===== src/rtl/l11_ovlim_pkg.sv =====
package l11_ovlim_pkg;
    localparam int WORD_W = 16;
    localparam int MAN_W  = 11;
    localparam int EXP_W  = WORD_W - MAN_W;
    // exponent that makes one mantissa step equal one quarter volt
    localparam logic [EXP_W-1:0] CANON_EXP = 5'b11110;
    localparam int DEF_MIN = 16;
    localparam int DEF_MAX = 80;
endpackage


===== src/rtl/l11_ovlim_decode.sv =====
module l11_ovlim_decode
    import l11_ovlim_pkg::*;
#(
    parameter int LIM_MIN = DEF_MIN,
    parameter int LIM_MAX = DEF_MAX,
    parameter int LIM_W   = 7,
    parameter bit SNAP    = 1'b0
) (
    input  logic [WORD_W-1:0] word,
    output logic              ok,
    output logic [LIM_W-1:0]  val
);
    logic              neg;
    logic              right;
    logic              exact;
    logic signed [5:0] sh;
    logic [4:0]        rs;
    logic [31:0]       mag;
    logic [31:0]       scaled;

    // shift relative to the quarter-volt exponent
    always_comb begin
        neg   = word[MAN_W-1];
        mag   = 32'(word[MAN_W-2:0]);
        sh    = $signed({word[WORD_W-1], word[WORD_W-1:MAN_W]}) + 6'sd2;
        right = sh[5];
        rs    = 5'(-sh);
        if (right) begin
            exact  = (mag & ((32'd1 << rs) - 32'd1)) == 32'd0;
            scaled = mag >> rs;
        end else begin
            exact  = 1'b1;
            scaled = mag << sh[4:0];
        end
    end

    generate
        if (SNAP) begin : g_snap
            logic [31:0] half;
            logic [31:0] rnd;
            always_comb begin
                half = (right && rs != 5'd0) ? (32'd1 << (rs - 5'd1)) : 32'd0;
                rnd  = exact ? scaled : ((mag + half) >> rs);
                if (neg || rnd < 32'(LIM_MIN)) begin
                    val = LIM_W'(LIM_MIN);
                end else if (rnd > 32'(LIM_MAX)) begin
                    val = LIM_W'(LIM_MAX);
                end else begin
                    val = rnd[LIM_W-1:0];
                end
            end
            assign ok = 1'b1;
        end else begin : g_strict
            always_comb begin
                ok  = !neg && exact &&
                      (scaled >= 32'(LIM_MIN)) && (scaled <= 32'(LIM_MAX));
                val = scaled[LIM_W-1:0];
            end
        end
    endgenerate
endmodule


===== src/rtl/l11_ovlim_cmp.sv =====
module l11_ovlim_cmp #(
    parameter int SMP_W = 8,
    parameter int LIM_W = 7
) (
    input  logic [SMP_W-1:0] smp,
    input  logic [LIM_W-1:0] lim,
    output logic             gt
);
    always_comb begin
        gt = 32'(smp) > 32'(lim);
    end
endmodule


===== src/rtl/l11_ovlim_reg.sv =====
module l11_ovlim_reg
    import l11_ovlim_pkg::*;
#(
    parameter int LIM_MIN = DEF_MIN,
    parameter int LIM_MAX = DEF_MAX,
    parameter int SMP_W   = 8
) (
    input  logic              clk,
    input  logic              rst_n,
    input  logic              wr_en,
    input  logic [WORD_W-1:0] wr_word,
    input  logic              rstr_en,
    input  logic [WORD_W-1:0] rstr_word,
    input  logic              err_clr,
    input  logic              smp_vld,
    input  logic [SMP_W-1:0]  smp_val,
    output logic [WORD_W-1:0] rd_word,
    output logic              ov_fault,
    output logic              data_err
);
    localparam int LIM_W = $clog2(LIM_MAX + 1);

    typedef struct packed {
        logic [LIM_W-1:0] limit;
        logic             fault;
        logic             err;
    } ovlim_st_t;

    ovlim_st_t st_d, st_q;

    logic             wr_ok, snap_ok, gt;
    logic [LIM_W-1:0] wr_val, snap_val;
    logic             wr_bad;

    l11_ovlim_decode #(
        .LIM_MIN(LIM_MIN), .LIM_MAX(LIM_MAX), .LIM_W(LIM_W), .SNAP(1'b0)
    ) u_wr_dec (
        .word(wr_word), .ok(wr_ok), .val(wr_val)
    );

    l11_ovlim_decode #(
        .LIM_MIN(LIM_MIN), .LIM_MAX(LIM_MAX), .LIM_W(LIM_W), .SNAP(1'b1)
    ) u_rs_dec (
        .word(rstr_word), .ok(snap_ok), .val(snap_val)
    );

    l11_ovlim_cmp #(
        .SMP_W(SMP_W), .LIM_W(LIM_W)
    ) u_cmp (
        .smp(smp_val), .lim(st_q.limit), .gt(gt)
    );

    always_comb begin
        st_d   = st_q;
        wr_bad = wr_en && !rstr_en && !wr_ok;
        if (rstr_en) begin
            if (snap_ok) begin
                st_d.limit = snap_val;
            end
        end else if (wr_en && wr_ok) begin
            st_d.limit = wr_val;
        end
        if (err_clr) begin
            st_d.err = 1'b0;
        end
        if (wr_bad) begin
            st_d.err = 1'b1;
        end
        if (smp_vld) begin
            st_d.fault = gt;
        end
    end

    always_ff @(posedge clk) begin
        if (!rst_n) begin
            st_q.limit <= LIM_W'(LIM_MAX);
            st_q.fault <= 1'b0;
            st_q.err   <= 1'b0;
        end else begin
            st_q <= st_d;
        end
    end

    assign rd_word  = {CANON_EXP, MAN_W'(st_q.limit)};
    assign ov_fault = st_q.fault;
    assign data_err = st_q.err;
endmodule


===== config.mk =====
export PLATFORM = sky130hd
export DESIGN_NAME = l11_ovlim_reg
export DESIGN_NICKNAME = d
export VERILOG_FILES = /design/src/rtl/l11_ovlim_pkg.sv /design/src/rtl/l11_ovlim_decode.sv /design/src/rtl/l11_ovlim_cmp.sv /design/src/rtl/l11_ovlim_reg.sv
export SDC_FILE = /design/constraint.sdc
export NUM_CORES = 1
export LEC_CHECK = 0
export BUFFER_PORTS_ARGS = -buffer_cell sky130_fd_sc_hd__buf_2
export CAP_MARGIN = 25
export CORE_MARGIN = 2
export CORE_UTILIZATION = 45
export DETAILED_ROUTE_END_ITERATION = 8
export PLACE_DENSITY = 0.7
export SETUP_SLACK_MARGIN = 0.2
export SLEW_MARGIN = 20
export SYNTH_ARGS = -nofsm -noshare
export SYNTH_HDL_FRONTEND = slang
export SYNTH_SLANG_ARGS = --single-unit

===== constraint.sdc =====
create_clock -name clk -period 18.8 [get_ports clk]
set_input_delay 5.64 -clock clk [delete_from_list [all_inputs] [get_ports clk]]
set_output_delay 5.64 -clock clk [all_outputs]
set_load 0.01 [all_outputs]

# Word level (Yosys, flattened, before mapping)
# Cells that the tools add are included.
totals:
  regBits: 9
  output_inout_bits: 18
  wordCells: 54
classes:
  n_lt_le_gt_ge: 5
  n_shift: 8
  n_mux: 12
  add_sub_neg: 8
  reduce_logical: 16
  bitwise: 2
op_table:
  columns: ["op", "n"]
  rows:
  - ["$mux 32", 4]
  - ["$shl 1x5->32 const A", 3]
  - ["$and 10x32->32", 2]
  - ["$logic_not 32->1", 2]
  - ["$shl 10x5->32", 2]
  - ["$shr 10x5->32", 2]
  - ["$sub 32x1->32 const B", 2]
  - ["$add 10x32->32", 1]
  - ["$ge 32x5->1 const B", 1]
  - ["$gt 32x7->1 const B", 1]
  - ["$le 32x7->1 const B", 1]
  - ["$lt 32x5->1 const B", 1]
  - ["$shr 32x5->32", 1]
  - ["$mux 7", 4]
  - ["$add 5x3->6 const B", 2]
  - ["$neg 5->5", 2]
  - ["$gt 8x7->1", 1]
  - ["$logic_and 1x1->1", 7]
  - ["$reduce_bool 5->1", 1]
  - ["$sub 5x1->5 const B", 1]
  - ["$mux 1", 4]
  - ["$reduce_bool 2->1", 2]
  - ["$logic_not 1->1", 3]
  - ["$logic_or 1x1->1", 1]

# Longest topological paths before layout
# Gate-level depths: netlist (run 1).
logic_depth:
  ltp_word: 13
  ltp_mapped: 25
  depth_no_buf: 22

# By module
# A second synthesis (run 1) with hierarchy kept.
hier_totals:
  hier_cells: 971
  area_unflattened_um2: 6741.5
modules_own_cells:
  columns: ["mod", "instances", "cells_each", "area_per_inst_um2", "seq_area_each_um2"]
  rows:
  - ["l11_ovlim_decode at u_rs_dec", 1, 661, 4500.6, 0.0]
  - ["l11_ovlim_decode at u_wr_dec", 1, 232, 1569.0, 0.0]
  - ["l11_ovlim_reg", 1, 54, 494.2, 180.2]
  - ["l11_ovlim_cmp", 1, 24, 177.7, 0.0]

# Worst setup path before layout (run 1)
# OpenSTA, ideal clock, no wires.
synth_timing:
  path_kind: "input to register"
  startpoint: "input rstr_word[11]"
  endpoint: "register st_q (netlist bit rd_word[3])"
  setup_slack_ns: 7.770
  path_buffers: 2
  cell_stages: 21
  arrival_time_ns: 10.911
  path_cell_list: "inv_1 clkbuf_1 clkbuf_1 ha_1 nand2b_1 o21ai_0 nand4_1 nor3_1 ha_1 and3_1 a221oi_1 nand2_1 a221oi_1 o21ai_0 nand4_1 a31oi_1 o311a_1 or2_2 mux2i_1 nor4_1 o221a_1"
synth_between:
  elab_chain_cells: 12
synth_lines:
  columns: ["element", "line", "rtl"]
  rows:
  - ["start: declaration", "l11_ovlim_reg.sv:13", "input logic [WORD_W-1:0] rstr_word,"]
  - ["$add 5x3->6 (*)", "l11_ovlim_decode.sv:25", "sh = $signed({word[WORD_W-1], word[WORD_W-1:MAN_W]}) + 6'sd2;"]
  - ["$neg 5->5", "l11_ovlim_decode.sv:27", "rs = 5'(-sh);"]
  - ["$sub 5x1->5, or another cell as far along", "l11_ovlim_decode.sv:42", "half = (right && rs != 5'd0) ? (32'd1 << (rs - 5'd1)) : 32'd0;"]
  - ["$shl 1x5->32, or another cell as far along", "l11_ovlim_decode.sv:42", null]
  - ["$mux 32 or $and 10x32->32 (tied branches)", "l11_ovlim_decode.sv:42, l11_ovlim_decode.sv:29", null]
  - ["$add 10x32->32 or $logic_not 32->1 (tied branches)", "l11_ovlim_decode.sv:43, l11_ovlim_decode.sv:29", null]
  - ["$shr 32x5->32 or $mux 1 (tied branches)", "l11_ovlim_decode.sv:43, l11_ovlim_decode.sv:28", null]
  - ["$mux 32 (*)", "l11_ovlim_decode.sv:43", "rnd = exact ? scaled : ((mag + half) >> rs);"]
  - ["$gt 32x7->1 or $lt 32x5->1 (tied branches)", "l11_ovlim_decode.sv:46, l11_ovlim_decode.sv:44", null]
  - ["$mux 7 or $logic_or 1x1->1 (tied branches)", "l11_ovlim_decode.sv:46, l11_ovlim_decode.sv:44", null]
  - ["$mux 7 (*)", "l11_ovlim_decode.sv:44", "if (neg || rnd < 32'(LIM_MIN)) begin"]
  - ["$mux 7 (*)", "l11_ovlim_reg.sv:56", "if (rstr_en) begin"]
  - ["end signal: assignment", "l11_ovlim_reg.sv:80", "st_q <= st_d;"]
  - ["end: declaration", "l11_ovlim_reg.sv:29", "ovlim_st_t st_d, st_q;"]
# Every way passes the cells marked *; elsewhere a longest branch is shown, timed or not.
# A chain may end at the register's enable or synchronous reset.

# Worst setup path after layout (run 1)
layout_timing:
  startpoint: "input rstr_word[12]"
  endpoint: "register st_q (netlist bit rd_word[0])"
# The elaborated chain is that of the path after synthesis.

==> results of run 1 <==
[final timing paths]
path | from | to | slack [ns] | cells after the start
setup / recovery | rstr_word[12] | rd_word[0] | 6.67 | 21
hold / removal | data_err | data_err | 0.48 | 2
hold reg to reg | data_err | data_err | 0.48 | 2
setup reg to reg | rd_word[1] | ov_fault | 16.85 | 13
[layer usage]
| layer | GRT usage [%] | wire, um | vias up |
|---|---|---|---|
| li1 | - | - | 3888 |
| met1 | 40.7 | 10200 | 3803 |
| met2 | 45.8 | 10900 | 546 |
| met3 | 4.27 | 2460 | 108 |
| met4 | 14.7 | 1380 | 0 |
| met5 | 0 | 0 | - |
[state kept, by name (all words and copies together) (netlist names)]
name,flops
data_err,1
rd_word,7
ov_fault,1
[cell usage after synthesis, drive strengths merged (12+ instances only)]
master    n
or3      23
nand3    39
a211oi   22
buf      42
a31oi    17
nor4     12
nor3     50
mux2i    39
o211ai   16
clkbuf   54
inv      29
nor2b    14
a21oi    78
nand2   101
a21o     13
o21ai    71
ha       32
xnor2    21
o22ai    15
nor2    100
[area by class of cell]
cell class / count / share of cell area [%]
clock buffer: 4 / 1.10
timing repair buffer: 68 / 5.22
sequential: 9 / 2.52
multi-input combinational: 904 / 86.3
inverter: 29 / 1.52
tap: 188 / 3.29
[cell families after synthesis]
family,share of synthesized area [%]
simple gates,29.2
compound gates,37.4
buf+inv,7.97
mux,11.0
fa+ha+maj,6.16
xor+xnor,5.50
flops,2.64
other cells,0.110
[critical path, cell delays in order]
cell and delay [ns]:
sky130_fd_sc_hd__buf_2 0.48, sky130_fd_sc_hd__inv_1 0.17, sky130_fd_sc_hd__ha_2 0.35, sky130_fd_sc_hd__buf_4 0.53, sky130_fd_sc_hd__nand2b_1 0.38, sky130_fd_sc_hd__nor2_2 0.44
sky130_fd_sc_hd__xnor2_2 0.24, sky130_fd_sc_hd__nor3_1 0.22, sky130_fd_sc_hd__ha_1 0.33, sky130_fd_sc_hd__and3_1 0.22, sky130_fd_sc_hd__a221oi_1 0.70, sky130_fd_sc_hd__nand2_1 0.18
sky130_fd_sc_hd__a221oi_1 0.50, sky130_fd_sc_hd__o21ai_0 0.19, sky130_fd_sc_hd__nand4_1 0.16, sky130_fd_sc_hd__a31oi_1 0.10, sky130_fd_sc_hd__o311a_1 0.39, sky130_fd_sc_hd__or2_2 0.32
sky130_fd_sc_hd__mux2i_1 0.32, sky130_fd_sc_hd__nor3_1 0.11, sky130_fd_sc_hd__o221a_1 0.24
[through the flow]
stage / hold slack (ns) / setup WS [ns]
floorplan: 0.497 / 7.77
finish: 0.480 / 6.67
global placement: 0.464 / 6.63
CTS: 0.477 / 6.76
global route: 0.499 / 5.98
detailed placement: 0.472 / 6.53
[where the power goes]
| group | switching [uW] | internal (uW) |
|---|---|---|
| combinational | 153 | 79.6 |
| sequential | 0.968 | 20.6 |
| clock | 9.54 | 28.4 |
| total | 163 | 129 |
==> results.cfg, run 1 <==
[run_status]
result_of_the_run = completed

[global_route]
grt.total_usage_pct = 29.7
antenna_found_initial = 0
number_of_global_route_vias_before_repair = 7318
grt_overflow_total = 0
grt_pass1_wl_um = 39700
maximum_number_of_pins_on_one_net_before_global_route_repair = 76

[power]
power.leakage_uw = 0.00266
power_density_nw_per_um2 = 40.8
total_power_uw = 292
max-vdd-ir-drop_v = 0.0000262

[yosys]
synth-warning-count = 0
yosys-top-cells-area = sky130_fd_sc_hd__ha_1, sky130_fd_sc_hd__mux2i_1, sky130_fd_sc_hd__a21oi_1
top_cell_type_s_share_of_synthesized_area_pct = 5.87
syn_inst = 1031
syn_std_cell_area_um2 = 6830
synth-edff-count = 0
synth.largest_area_cell = sky130_fd_sc_hd__ha_1
synth.lib_cells_used.distinct = 89
syn_area_per_cell_um2 = 6.62
async_flop_share_pct = 0
ys_seq_area_share_pct = 2.64
synth_top_flop_cell = sky130_fd_sc_hd__dfxtp_1
synth_seq_cells = 9

[critical_path]
timing.critical_path.to_type = flip-flop
critical_path_required_ns = 18.92
worstPathMaxFanout = 66
worst_setup_path_start_kind = input pin
worstSetupPathType = input pin to flip-flop
crit_arrival_ns = 12.25

[sta]
rsz_0062_raised_after_global_routing = false
setup_violations = 0
tightestPinTransition_ns = 0.878
setup-tns-final_ns = 0
skew_ns = 0.00185
slew_violations = 0
min_period_ns = 12.13
final_hold_viol_count = 0
fmaxAchievable_mhz = 82.5
slew_headroom_pct = 41.3
fin_crit_sh_pct = 64.5

[clocking]
cts_bufs_inserted = 3
clk_latency_ns = 0.24
cts_max_path_buffers = 2
post-cts-setup-buffers = 0
cts-root-buf = sky130_fd_sc_hd__clkbuf_16
cts_tree = built
cts.sinks = 9
cts_repair_resize_count = 0
post_cts_hold_buffer_count = 0
clk_slew_on_worst_s_h_paths_ns = 0.04
htree_num_levels = 1

[detailed_routing]
wire_per_inst_um = 20.8
drt_pass1_iterations = 6
ant_nets = 0
post_drt_via_cell_ratio = 6.94
detailroute.via_count = 8345
drc = 0
postRouteWirelength_um = 25000
drt-initial-drc-count = 1034

[cells_and_area]
finish.cell_count_without_fillers = 1202
finish.utilization_pct = 47.5
layout.cell_area.non_filler_um2 = 7150
multi_input_comb_area_um2 = 6170
ff_latch_area_um2 = 180
final_layout_size_suffix_gt1_share_pct = 12.5
antenna_cells_inserted = 0
syn_to_final_growth_pct = 4.71
final.fill_count = 1551
layout_commonest_cell = sky130_fd_sc_hd__nand2_1
fin_nets = 1094
layout_common_cells = sky130_fd_sc_hd__nand2_1, sky130_fd_sc_hd__nor2_1, sky130_fd_sc_hd__a21oi_1, sky130_fd_sc_hd__o21ai_0, sky130_fd_sc_hd__buf_2

[floorplan]
die_area_um2 = 16200
dieWidth_um = 127
rows = 45
placeable_core_region_um2 = 15000
die_h_um = 127
floorplan.initialDensity_pct = 45.4
pin_count = 64

[placed_design]
placedInstanceArea_um2 = 7060
post-place-cells = 1197
port_buffers = 54
place_hpwl_um = 18400
gp_congestion = 0.998

[hold_path]
timing.hold.worst.class = flip-flop to flip-flop

[run]
timing.max_cap.violations = 0
No activity file was read; power rests on OpenSTA's default activity.
==> run 2: changes to the inputs <==
--- a/config.mk
+++ b/config.mk
@@ -10,7 +10,7 @@
 export CORE_MARGIN = 2
 export CORE_UTILIZATION = 45
 export DETAILED_ROUTE_END_ITERATION = 8
-export PLACE_DENSITY = 0.7
+export PLACE_DENSITY = 0.73
 export SETUP_SLACK_MARGIN = 0.2
 export SLEW_MARGIN = 20
 export SYNTH_ARGS = -nofsm -noshare
==> constraint.sdc (replaced) <==
create_clock -name clk -period 11 [get_ports clk]
set_input_delay 3.3 -clock clk [delete_from_list [all_inputs] [get_ports clk]]
set_output_delay 3.3 -clock clk [all_outputs]
set_load 0.01 [all_outputs]
==> run 2 against run 1 <==
Global-route usage fell by 0.25 points. First-iteration DRC count is 11% lower. Clock power rose by 70%. Critical path type unchanged. Hold slack gained 0.030 ns. Via count hardly changed. Critical path depth grew 1. Final area shrank 0.21%. Cell count is 0.17% lower. Total power up 71%. Sequential cell count stayed put. Sequential share of layout area about the same. Largest cell class unchanged.
==> results.cfg, run 2 (synthesis gave the netlist of run 1 again) <==
[clocking]
cts_max_path_buffers = 2
htree_num_levels = 1
cts_bufs_inserted = 3
cts.sinks = 9
clk_slew_on_worst_s_h_paths_ns = 0.04
cts-root-buf = sky130_fd_sc_hd__clkbuf_16
post_cts_hold_buffer_count = 0
cts_repair_resize_count = 0
clk_latency_ns = 0.23
cts_tree = built
post-cts-setup-buffers = 0

[critical_path]
worstPathMaxFanout = 30
worst_setup_path_start_kind = input pin
timing.critical_path.to_type = flip-flop
critical_path_required_ns = 11.10
crit_arrival_ns = 9.85
worstSetupPathType = input pin to flip-flop
r2r.worst_path.cells = 13
r2r_setup_slack_ns = 9.07

[sta]
tightestPinTransition_ns = 0.916
skew_ns = 0.00225
setup_violations = 0
setup-tns-final_ns = 0
postLayoutSetupSlackWorst_ns = 1.24
slew_violations = 0
slew_headroom_pct = 38.9
fin_crit_sh_pct = 88.7
final_hold_viol_count = 0
min_period_ns = 9.76
rsz_0062_raised_after_global_routing = false
fmaxAchievable_mhz = 102

[floorplan]
dieWidth_um = 127
rows = 45
placeable_core_region_um2 = 15000
floorplan.initialDensity_pct = 45.4
die_h_um = 127
die_area_um2 = 16200
pin_count = 64

[hold_path]
timing.hold.worst.class = flip-flop to flip-flop
holdPathStages = 2

[placed_design]
placedInstanceArea_um2 = 7050
gp_congestion = 1.03
place_hpwl_um = 18400
place_worst_setup_slack_ns = 1.15
port_buffers = 54

[cells_and_area]
finish.utilization_pct = 47.4
final_layout_size_suffix_gt1_share_pct = 12.4
antenna_cells_inserted = 0
final.fill_count = 1583
layout_common_cells = sky130_fd_sc_hd__nand2_1, sky130_fd_sc_hd__nor2_1, sky130_fd_sc_hd__a21oi_1, sky130_fd_sc_hd__o21ai_0, sky130_fd_sc_hd__buf_2
largest_reg_flops = 7
fin_nets = 1092
layout_commonest_cell = sky130_fd_sc_hd__nand2_1
multi_input_comb_area_um2 = 6170
ff_latch_area_um2 = 180
syn_to_final_growth_pct = 4.49
layout.cell_area.non_filler_um2 = 7130

[detailed_routing]
ant_nets = 0
drt_pass1_iterations = 6
drc = 0
drt-initial-drc-count = 923
post_drt_via_cell_ratio = 6.95
postRouteWirelength_um = 24700
detailroute.via_count = 8341
wire_per_inst_um = 20.6

[power]
max-vdd-ir-drop_v = 0.0000424
netSwitchingPower_uw = 280
seq_power_share_pct = 7.4
power_frac_comb_pct = 79.7
power.share.switching_pct = 56.1
power.internal_uw = 219
power_density_nw_per_um2 = 69.9
power_frac_clock_pct = 12.9
power.leakage_uw = 0.00265

[global_route]
met2_track_demand_over_resource_in_global_routing_pct = 46.8
globalRoute.busiestLayer = met2
grt_overflow_total = 0
grtUsageMet3_pct = 3.69
antenna_found_initial = 0
grt.total_usage_pct = 29.5
number_of_global_route_vias_before_repair = 7338
grt_util_met1_pct = 39.6
maximum_number_of_pins_on_one_net_before_global_route_repair = 78
grt_pass1_wl_um = 39500

[run]
timing.max_cap.violations = 0

[run_status]
result_of_the_run = completed
## run 2: changes by cell type in the layout (fill, tap and decap cells not counted)
cell / change
sky130_fd_sc_hd__buf_4: -2
## run 2: path summary, 6_finish.rpt
kind,from,end
setup / recovery,rstr_word[12],rd_word[4]
hold / removal,data_err,data_err
setup reg to reg,rd_word[1],ov_fault
hold reg to reg,data_err,data_err
## run 2: layer usage
| metal | up-vias | wire length (um) |
|---|---|---|
| li1 | 3892 | - |
| met2 | 536 | 11100 |
| met3 | 95 | 2370 |
| met5 | - | 0 |
| met4 | 0 | 1310 |
| met1 | 3818 | 9910 |
## run 2: power by group through the flow
| stage | Sequential (uW) | Clock (uW) | Combinational (uW) |
|---|---|---|---|
| after floorplan | 38.2 | 0 | 285 |
| after global placement | 37.3 | 0 | 382 |
| after detailed placement | 37.4 | 0 | 383 |
| after CTS | 37.0 | 64.6 | 385 |
| after global routing | 37.2 | 66.6 | 429 |
| final | 36.9 | 64.3 | 397 |
## run 2: layout make-up
cell class	count	area share [%]
Timing Repair Buffer	66	5.02
Sequential cell	9	2.53
Multi-Input combinational cell	904	86.5
Inverter	29	1.53
Tap cell	188	3.30
Clock buffer	4	1.11
## run 2: critical path, cell delays in order
cell                        delay, ns
sky130_fd_sc_hd__buf_2           0.29
sky130_fd_sc_hd__ha_1            0.46
sky130_fd_sc_hd__xnor2_2         0.73
sky130_fd_sc_hd__xnor2_2         0.40
sky130_fd_sc_hd__or3_1           0.43
sky130_fd_sc_hd__a21oi_1         0.25
sky130_fd_sc_hd__and2_1          0.17
sky130_fd_sc_hd__ha_1            0.17
sky130_fd_sc_hd__inv_1           0.06
sky130_fd_sc_hd__fa_1            0.39
sky130_fd_sc_hd__nand2b_1        0.21
sky130_fd_sc_hd__a21o_1          0.20
sky130_fd_sc_hd__a211oi_1        0.56
sky130_fd_sc_hd__nor2_1          0.15
sky130_fd_sc_hd__xnor2_2         0.28
sky130_fd_sc_hd__o21ai_1         0.15
sky130_fd_sc_hd__o311ai_1        0.31
sky130_fd_sc_hd__o2111ai_1       0.19
sky130_fd_sc_hd__a2111oi_4       0.41
sky130_fd_sc_hd__nand3b_2        0.20
sky130_fd_sc_hd__nor4_1          0.33
sky130_fd_sc_hd__o221ai_1        0.17
## run 2: metrics by stage
stage	power [uW]	cells	hold slack (ns)
floorplan	324	1038	0.497
finish	499	1200	0.511
global placement	420	1195	0.464
global route	533	1200	0.546
detailed placement	420	1195	0.471
CTS	486	1199	0.525
